--- config.mk ---
export PLATFORM = sky130hd
export DESIGN_NAME = bank_freeze_ctrl
export DESIGN_NICKNAME = d
export VERILOG_FILES = /design/src/rtl/bfz_pkg.sv /design/src/rtl/bfz_tick_sync.sv /design/src/rtl/bfz_wait_timer.sv /design/src/rtl/bfz_sequencer.sv /design/src/rtl/bank_freeze_ctrl.sv
export SDC_FILE = /design/constraint.sdc
export NUM_CORES = 1
export LEC_CHECK = 0
export BUFFER_PORTS_ARGS = -buffer_cell sky130_fd_sc_hd__buf_2
export CORE_UTILIZATION = 45
export CTS_BUF_LIST = sky130_fd_sc_hd__clkbuf_8
export DETAILED_ROUTE_END_ITERATION = 8
export PLACE_DENSITY = 0.74
export SYNTH_ARGS = -nofsm -noshare
export SYNTH_HDL_FRONTEND = slang
export SYNTH_SLANG_ARGS = --single-unit
--- constraint.sdc ---
create_clock -name clk -period 4.7 [get_ports clk]
set_input_delay 0.235 -clock clk [delete_from_list [all_inputs] [get_ports clk]]
set_output_delay 0.235 -clock clk [all_outputs]
set_load 0.005 [all_outputs]
--- src/rtl/bfz_pkg.sv ---
package bfz_pkg;

  typedef enum logic [3:0] {
    ST_IDLE,
    ST_F1, ST_F2, ST_F3,
    ST_T1, ST_W1, ST_T2, ST_W2, ST_T3, ST_W3,
    ST_T4, ST_W4, ST_T5, ST_W5, ST_T6
  } seq_st_e;

  typedef struct packed {
    logic slew_n;
    logic pullup_n;
    logic tristate_n;
    logic bushold_n;
    logic cfg_done;
    logic reg_rst;
    logic oct_rst;
    logic cal_en;
    logic dll_rst;
  } pad_ctl_t;

  localparam pad_ctl_t CTL_FROZEN = '{
    slew_n: 1'b0, pullup_n: 1'b0, tristate_n: 1'b0, bushold_n: 1'b0,
    cfg_done: 1'b0, reg_rst: 1'b1, oct_rst: 1'b1, cal_en: 1'b0,
    dll_rst: 1'b1
  };

endpackage

--- src/rtl/bfz_tick_sync.sv ---
module bfz_tick_sync #(
  parameter int STAGES = 2
) (
  input  logic clk,
  input  logic rst_n,
  input  logic tick_in,
  output logic tick_rise
);
  // STAGES flops for metastability, one more to find the edge
  logic [STAGES:0] sh_q;

  always_ff @(posedge clk or negedge rst_n) begin
    if (!rst_n) sh_q <= '0;
    else        sh_q <= {sh_q[STAGES-1:0], tick_in};
  end

  assign tick_rise = sh_q[STAGES-1] & ~sh_q[STAGES];
endmodule

--- src/rtl/bfz_wait_timer.sv ---
module bfz_wait_timer #(
  parameter int CW = 10
) (
  input  logic          clk,
  input  logic          rst_n,
  input  logic          load,
  input  logic [CW-1:0] load_val,
  input  logic          step,
  output logic          expired
);
  logic [CW-1:0] cnt_q, cnt_d;
  logic          cnt_en;

  always_comb begin
    cnt_en = load | (step & (cnt_q != '0));
    cnt_d  = load ? load_val : cnt_q - 1'b1;
  end

  always_ff @(posedge clk or negedge rst_n) begin
    if (!rst_n)      cnt_q <= '0;
    else if (cnt_en) cnt_q <= cnt_d;
  end

  assign expired = (cnt_q == '0);
endmodule

--- src/rtl/bfz_sequencer.sv ---
module bfz_sequencer
  import bfz_pkg::*;
#(
  parameter int CW           = 10,
  parameter int GAP40_CYC    = 8,
  parameter int CAL_TICKS    = 1000,
  parameter int SETTLE_TICKS = 33
) (
  input  logic          clk,
  input  logic          rst_n,
  input  logic          freeze_req,
  input  logic          thaw_req,
  input  logic          tick_rise,
  input  logic          expired,
  output logic          tmr_load,
  output logic [CW-1:0] tmr_val,
  output logic          tmr_step,
  output pad_ctl_t      ctl,
  output logic          frozen,
  output logic          busy,
  output logic          done
);
  localparam logic [CW-1:0] GAP_V    = CW'(GAP40_CYC);
  localparam logic [CW-1:0] CAL_V    = CW'(CAL_TICKS);
  localparam logic [CW-1:0] SETTLE_V = CW'(SETTLE_TICKS);

  seq_st_e  st_q, st_d;
  pad_ctl_t ctl_q, ctl_d;
  logic     frz_q, frz_d;
  logic     done_q, done_d;

  // next-state and write decode
  always_comb begin
    st_d     = st_q;
    ctl_d    = ctl_q;
    frz_d    = frz_q;
    done_d   = 1'b0;
    tmr_load = 1'b0;
    tmr_val  = '0;
    tmr_step = 1'b0;
    unique case (st_q)
      ST_IDLE: begin
        if (freeze_req)    st_d = ST_F1;
        else if (thaw_req) st_d = ST_T1;
      end
      ST_F1: begin
        ctl_d.slew_n     = 1'b0;
        ctl_d.pullup_n   = 1'b0;
        ctl_d.tristate_n = 1'b0;
        st_d = ST_F2;
      end
      ST_F2: begin
        ctl_d.bushold_n = 1'b0;
        ctl_d.cfg_done  = 1'b0;
        ctl_d.reg_rst   = 1'b1;
        ctl_d.oct_rst   = 1'b1;
        st_d = ST_F3;
      end
      ST_F3: begin
        ctl_d.cal_en  = 1'b0;
        ctl_d.dll_rst = 1'b1;
        frz_d  = 1'b1;
        done_d = 1'b1;
        st_d   = ST_IDLE;
      end
      ST_T1: begin
        ctl_d.dll_rst = 1'b0;
        tmr_load = 1'b1;
        tmr_val  = GAP_V;
        st_d     = ST_W1;
      end
      ST_W1: begin
        tmr_step = 1'b1;
        if (expired) st_d = ST_T2;
      end
      ST_T2: begin
        ctl_d.cal_en = 1'b1;
        tmr_load = 1'b1;
        tmr_val  = CAL_V;
        st_d     = ST_W2;
      end
      ST_W2: begin
        tmr_step = tick_rise;
        if (expired) st_d = ST_T3;
      end
      ST_T3: begin
        ctl_d.bushold_n = 1'b1;
        ctl_d.cfg_done  = 1'b1;
        ctl_d.oct_rst   = 1'b0;
        tmr_load = 1'b1;
        tmr_val  = SETTLE_V;
        st_d     = ST_W3;
      end
      ST_W3: begin
        tmr_step = tick_rise;
        if (expired) st_d = ST_T4;
      end
      ST_T4: begin
        ctl_d.pullup_n   = 1'b1;
        ctl_d.tristate_n = 1'b1;
        tmr_load = 1'b1;
        tmr_val  = GAP_V;
        st_d     = ST_W4;
      end
      ST_W4: begin
        tmr_step = 1'b1;
        if (expired) st_d = ST_T5;
      end
      ST_T5: begin
        ctl_d.reg_rst = 1'b0;
        tmr_load = 1'b1;
        tmr_val  = GAP_V;
        st_d     = ST_W5;
      end
      ST_W5: begin
        tmr_step = 1'b1;
        if (expired) st_d = ST_T6;
      end
      ST_T6: begin
        ctl_d.slew_n = 1'b1;
        frz_d  = 1'b0;
        done_d = 1'b1;
        st_d   = ST_IDLE;
      end
      default: st_d = ST_IDLE;
    endcase
  end

  always_ff @(posedge clk or negedge rst_n) begin
    if (!rst_n) begin
      st_q   <= ST_IDLE;
      ctl_q  <= CTL_FROZEN;
      frz_q  <= 1'b1;
      done_q <= 1'b0;
    end else begin
      st_q   <= st_d;
      ctl_q  <= ctl_d;
      frz_q  <= frz_d;
      done_q <= done_d;
    end
  end

  assign ctl    = ctl_q;
  assign frozen = frz_q;
  assign done   = done_q;
  assign busy   = (st_q != ST_IDLE);
endmodule

--- src/rtl/bank_freeze_ctrl.sv ---
module bank_freeze_ctrl
  import bfz_pkg::*;
#(
  parameter int GAP40_CYC    = 8,
  parameter int CAL_TICKS    = 1000,
  parameter int SETTLE_TICKS = 33,
  parameter int SYNC_STAGES  = 2
) (
  input  logic clk,
  input  logic rst_n,
  input  logic osc_tick,
  input  logic freeze_req,
  input  logic thaw_req,
  output logic slew_n,
  output logic pullup_n,
  output logic tristate_n,
  output logic bushold_n,
  output logic cfg_done,
  output logic reg_rst,
  output logic oct_rst,
  output logic cal_en,
  output logic dll_rst,
  output logic frozen,
  output logic busy,
  output logic done
);
  localparam int MAX_A = (CAL_TICKS > SETTLE_TICKS) ? CAL_TICKS : SETTLE_TICKS;
  localparam int MAX_W = (MAX_A > GAP40_CYC) ? MAX_A : GAP40_CYC;
  localparam int CW    = $clog2(MAX_W + 1);

  logic          tick_rise;
  logic          tmr_load, tmr_step, tmr_expired;
  logic [CW-1:0] tmr_val;
  pad_ctl_t      ctl;

  bfz_tick_sync #(.STAGES(SYNC_STAGES)) u_sync (
    .clk       (clk),
    .rst_n     (rst_n),
    .tick_in   (osc_tick),
    .tick_rise (tick_rise)
  );

  bfz_wait_timer #(.CW(CW)) u_timer (
    .clk      (clk),
    .rst_n    (rst_n),
    .load     (tmr_load),
    .load_val (tmr_val),
    .step     (tmr_step),
    .expired  (tmr_expired)
  );

  bfz_sequencer #(
    .CW           (CW),
    .GAP40_CYC    (GAP40_CYC),
    .CAL_TICKS    (CAL_TICKS),
    .SETTLE_TICKS (SETTLE_TICKS)
  ) u_seq (
    .clk        (clk),
    .rst_n      (rst_n),
    .freeze_req (freeze_req),
    .thaw_req   (thaw_req),
    .tick_rise  (tick_rise),
    .expired    (tmr_expired),
    .tmr_load   (tmr_load),
    .tmr_val    (tmr_val),
    .tmr_step   (tmr_step),
    .ctl        (ctl),
    .frozen     (frozen),
    .busy       (busy),
    .done       (done)
  );

  assign slew_n     = ctl.slew_n;
  assign pullup_n   = ctl.pullup_n;
  assign tristate_n = ctl.tristate_n;
  assign bushold_n  = ctl.bushold_n;
  assign cfg_done   = ctl.cfg_done;
  assign reg_rst    = ctl.reg_rst;
  assign oct_rst    = ctl.oct_rst;
  assign cal_en     = ctl.cal_en;
  assign dll_rst    = ctl.dll_rst;
endmodule

* After elaboration in Yosys (flattened, before gate mapping) *
Index checks and enable logic that the tools add are counted.

word-level totals
  register bits after elaboration = 28
  output and inout bits = 12
  word-level logic and storage cells = 77

cells by class
  add/subtract/negate cells = 1
  equality and inequality tests = 20
  muxes and demuxes = 21
  bitwise gates (word level) = 4
  reductions and logical operators = 17

operators by type and width
  cell                                                                   count
  4-bit case mux with 13 select lines                                    1
  10-bit case mux with 3 select lines                                    1
  4-bit == test (second input constant)                                  7
  4-bit 2-to-1 mux                                                       7
  4-bit by 3-bit == test with 1-bit output (second input constant)       4
  1-bit case mux with 2 select lines                                     7
  2-bit nonzero test                                                     7
  10-bit zero test                                                       1
  10-bit 2-to-1 mux                                                      1
  2-bit inequality test (second input constant)                          5
  10-bit nonzero test                                                    1
  10-bit by 1-bit subtractor with 10-bit output (second input constant)  1
  4-bit by 2-bit == test with 1-bit output (second input constant)       2
  2-bit case mux with 2 select lines                                     2
  6-bit AND reduction                                                    1
  3-bit OR reduction                                                     2
  5-bit OR reduction                                                     1
  4-bit by 1-bit == test with 1-bit output (second input constant)       1
  4-bit zero test                                                        1
  4-bit nonzero test                                                     1
  2-bit OR reduction                                                     2
  3-bit inequality test (second input constant)                          1
  1-bit AND                                                              2
  1-bit 2-to-1 mux                                                       2
  other kinds (2)                                                        2

* Longest topological paths before layout *
  word-level depth = 5
  mapped depth = 7

* Modules after synthesis *
Synthesis repeated with hierarchy kept, for this count alone.

unflattened totals
  cell total of the unflattened synthesis = 174
  area, all modules = 1,581.5 µm²

by module, submodules not included
  module          instances  cells each  area an instance (µm²)  seq. area each (µm²)
  bfz_sequencer   1          99          842.1                   330.3
  bfz_wait_timer  1          71          650.6                   250.2
  bfz_tick_sync   1          4           88.8                    75.1

* Worst setup path before layout *
Ideal clock, no wire load.

  kind = flip-flop to flip-flop
  from = register u_timer.cnt_q[4]
  to = register u_timer.cnt_q[7]
  setup time = 0.126 ns
  data arrival time = 1.898 ns
  required time = 4.574 ns
  path slack = 2.676 ns
  stages on the path, launching flop included = 6
  path buffers = 1
  period minus slack after synthesis = 2.024 ns
  cell sequence = dfrtp_1 -> or2_4 -> or4_4 -> o311a_4 -> buf_6 -> o311a_1

between the ends
  word-level cells in the longest chain between the ends = 3
  elaborated cells on any way between the ends = 5

RTL lines
  element                                                                                                line                  RTL
  start, declared                                                                                        bfz_wait_timer.sv:11  logic [CW-1:0] cnt_q, cnt_d;
  start signal, assigned                                                                                 bfz_wait_timer.sv:21  else if (cnt_en) cnt_q <= cnt_d;
  parallel branches: the longest is 3 deep, another holds 10-bit by 1-bit subtractor with 10-bit output  -

Several ways; the timed one is not identified.
A chain may end at the register's enable or synchronous reset.

* Final worst setup path *
  from = register u_seq.st_q[1]
  to = register u_timer.cnt_q[7]

between the ends
  word-level cells in the longest chain between the ends = 5
  elaborated cells on any way between the ends = 20

RTL lines
  element                                                                    line                  RTL
  start, declared                                                            bfz_sequencer.sv:27   seq_st_e st_q, st_d;
  start signal, assigned                                                     bfz_sequencer.sv:136  st_q <= st_d;
  4-bit by 3-bit == test with 1-bit output or 4-bit == test (tied branches)  bfz_sequencer.sv:41   unique case (st_q)
  3-bit OR reduction (no source line) or 2-bit OR reduction (tied branches)  -
  1-bit case mux with 2 select lines                                         bfz_sequencer.sv:41
  1-bit AND                                                                  bfz_wait_timer.sv:15  cnt_en = load | (step & (cnt_q != '0));
  1-bit OR                                                                   bfz_wait_timer.sv:15

Several ways; a longest one is shown, not always the timed one.

==> metrics.md <==
| Metric | Value |
|---|---|
| Clock buffer depth | 2 |
| Power Density | 765 nW/µm² |
| Syn. warnings | 0 |
| Most common cell after layout, fill and taps aside | dfrtp_1 |
| Post-cts resize count | 0 |
| Vias per cell | 5.81 |
| Layout cells sized above 1 | between 20% and 30% |
| CTS buffer count | 3 |
| IO Pins | 17 |
| H-tree Lvls | 1 |
| Cell family contributing the most delay on the critical path | simple AND/OR/NAND/NOR gates |
| Initial antenna violation count | 0 |
| Worst-skew pair later-pin latency | approximately 0.27 ns |
| Fmax achieved | about 0.39 GHz |
| Min cycle time layout | between 2 and 3 ns |
| Largest area contributor in the netlist | dfrtp_1 |
| First-pass DRT Iterations | 4 |
| Setup violations, final | 0 |
| Vias in the first global route | about 1,300 |
| Top cells by area, synth | dfrtp_1, dfstp_2, o21ai_0 |
| Final ANT Viol Nets | 0 |
| Largest net degree at the start of global routing | 27 |
| Cell Int Power | ~0.71 mW |
| Mapped cell area | roughly 1600 µm² |
| CP Cell Sequence | nor4bb_1, nor2_1, a221oi_1, o311a_1 |
| Logic pwr share | between 40 and 50% |
| Sequential share of power | approximately 36% |
| Global-route usage over all layers | 22.1% |
| Vias | approximately 1,300 |
| Switching Power | ~0.59 mW |
| Net Sw Frac | a little under half |
| Relative slew slack | 24.6% |
| Fin cells | roughly 230 |
| Core ar. | 3150 µm² |
| Die area | approximately 3700 µm² |
| Crit-path slowest cell | nor4bb_1 |
| Number of flops mapped to enable cells by yosys | 0 |
| Syn Nets | around 180 |
| Post-synth top area share | between 30% and 40% |
| Top_reg_cell synth | dfrtp_1 |
| Most frequent cells in the layout | dfrtp_1, nor2_1, o21ai_0 |
| CTS Root Cell | clkbuf_8 |
| Gr ovfl total | 0 |
| Worst EP required | 4.91 ns |
| Die height | roughly 60 µm |
| Worst slew pin tran | 1.12 ns |
| Unrepaired setup endpoints after global routing | false |
| WL final | 3480 µm |
| Worst vdd ir | roughly 0.33 mV |
| Hold Violations, Final | 0 |
| Sequential share of the synthesized area | between 40% and 50% |
| Initial core utilization | between 40% and 50% |
| Final Util | between 50% and 60% |
| Slew Limit Fails | 0 |
| First-pass GRT wire length | around 5900 µm |
| WS Path Type | reg -> reg |
| HP Class | in -> reg |
| Final worst slack | approximately 2.2 ns |
| Worst slack, placed | about 2.2 ns |
| Part of the power in the clock network | 14.3% |
| Reg clk slew, reported paths | 0.09 ns |
| Status | finished, final reports clean |
| Critical path data arrival time | between 2 and 3 ns |
| Fin nets | 190 |
| Wirelength per Cell | roughly 15 µm |
| Placer Congestion | a little under 0.9 |
| DP HPWL | around 2400 µm |
| Die Span X | approximately 60 µm |
| Residual DRC | 0 |
| Max Cap Viol | 0 |
| Delay of the slowest cell on the worst path | 1.02 ns |
| FILL cells | just over 300 |
| Post-synthesis cell count | 176 |
| P_leak | between 0.7 and 0.8 nW |
| Number of buffer and inverter instances along the worst setup path | 0 |
| CP Max Fanout | 22 |
| Clock tree from TritonCTS | built |
| # rows | 20 |
| Port Buf Inserts | 16 |
| Worst setup EP type | flip-flop |
| FF+latch count, synth | 26 |
| Avg Inst Size Synth | 8.82 µm² |
| Final setup TNS | 0 ns |
| Netlist cell types | 53 |
| DRT iter0 DRCs | about 70 |
| Share of the clock period used by the worst path | about 54% |
| Startpoint types | flip-flop |
| Dpl cells | between 200 and 250 |
| Clock Sink Count | 26 |
| Async SR Flop Fraction | 100% |
| Antenna fix cells | 0 |
| Final setup skew | roughly 0.0053 ns |
| P&R area growth vs syn | 9.51% |
==> synthesized netlist by cell type (2+ instances only) <==
| library cell | count |
|---|---|
| buf_1 | 2 |
| buf_4 | 2 |
| inv_1 | 5 |
| mux2i_1 | 2 |
| o31ai_1 | 3 |
| or2_2 | 4 |
| or3_1 | 3 |
| nand2_1 | 15 |
| dfrtp_1 | 22 |
| o22ai_1 | 2 |
| a31oi_1 | 2 |
| nor2_1 | 20 |
| nand2b_1 | 2 |
| a211oi_1 | 2 |
| dfstp_2 | 4 |
| or4_1 | 2 |
| nor3_1 | 7 |
| nor2b_1 | 2 |
| clkbuf_1 | 8 |
| a21oi_2 | 2 |
| o21ai_0 | 20 |
| nor3b_1 | 2 |
| and2_1 | 2 |
| a21oi_1 | 6 |
| a221oi_1 | 2 |
| nand3_1 | 6 |
==> cells by family after synthesis <==
group	count (synthesis)	share of synthesized area [%]
adders and majority gates	1	0.806
buffers and inverters	19	5.64
AOI/OAI and AO/OA	56	26.0
DFF	26	42.2
and+or+nand+nor	71	23.3
muxes	3	2.01
==> what timing repair did <==
action / CTS / global route
hold endpoints to repair: 22 / 0
buffers inserted: 0 / 0
hold buffers: 1 / 0
==> power by group through the flow <==
| stage | sequential, mW | clock [mW] | combinational [mW] |
|---|---|---|---|
| after floorplan | 0.380 | 0 | 0.586 |
| after global placement | 0.457 | 0 | 0.618 |
| after detailed placement | 0.465 | 0 | 0.642 |
| after CTS | 0.462 | 0.190 | 0.646 |
| after global routing | 0.491 | 0.199 | 0.727 |
| final | 0.467 | 0.186 | 0.649 |
==> layout make-up <==
cell class | count | area [µm²] | area share [%]
Sequential cell | 26 | 656 | 38.6
Timing Repair Buffer | 17 | 90.1 | 5.30
Clock buffer | 3 | 41.3 | 2.43
Inverter | 5 | 18.8 | 1.10
Clock inverter | 1 | 30.0 | 1.77
Multi-Input combinational cell | 131 | 810 | 47.6
Tap cell | 44 | 55.1 | 3.24
==> per-stage QoR <==
step	area, µm²	total power [mW]	hold WS (ns)
CTS	1700	1.30	0.0605
detailed placement	1620	1.11	0.267
finish	1700	1.30	0.0663
global route	1700	1.42	0.0501
global placement	1620	1.07	0.259
floorplan	1550	0.966	-0.0606
==> flip-flops by register name, indices dropped and copies added, names as in the netlist <==
register / cells
u_sync.sh_q: 3
u_seq.frozen: 1
u_timer.cnt_q: 10
u_seq.done: 1
u_seq.ctl: 7
u_seq.st_q: 4
==> path summary, 6_finish.rpt <==
path,slack (ns),startpoint,cells past startpoint,endpoint
max reg2reg,2.17,u_seq.st_q[1]$_DFFE_PN0P_,4,u_timer.cnt_q[7]$_DFFE_PN0P_
min,0.07,osc_tick,1,u_sync.sh_q[0]$_DFF_PN0_
min in group asynchronous,0.48,rst_n,2,u_seq.ctl[1]$_DFFE_PN0P_
min reg2reg,0.37,u_sync.sh_q[0]$_DFF_PN0_,0,u_sync.sh_q[1]$_DFF_PN0_
max in group asynchronous,3.84,rst_n,2,u_timer.cnt_q[5]$_DFFE_PN0P_
max,2.17,u_seq.st_q[1]$_DFFE_PN0P_,4,u_timer.cnt_q[7]$_DFFE_PN0P_
==> per-layer routing <==
metal	part of all wire (%)	wire length (µm)	vias to the layer above	global-route usage, %
li1	-	-	650	-
met1	47	1620	636	28.8
met2	49	1710	30	35.8
met3	3.0	103	4	5.12
met4	1.3	46	0	8.44
met5	0	0	-	0
(Power assumes the default switching activity.)
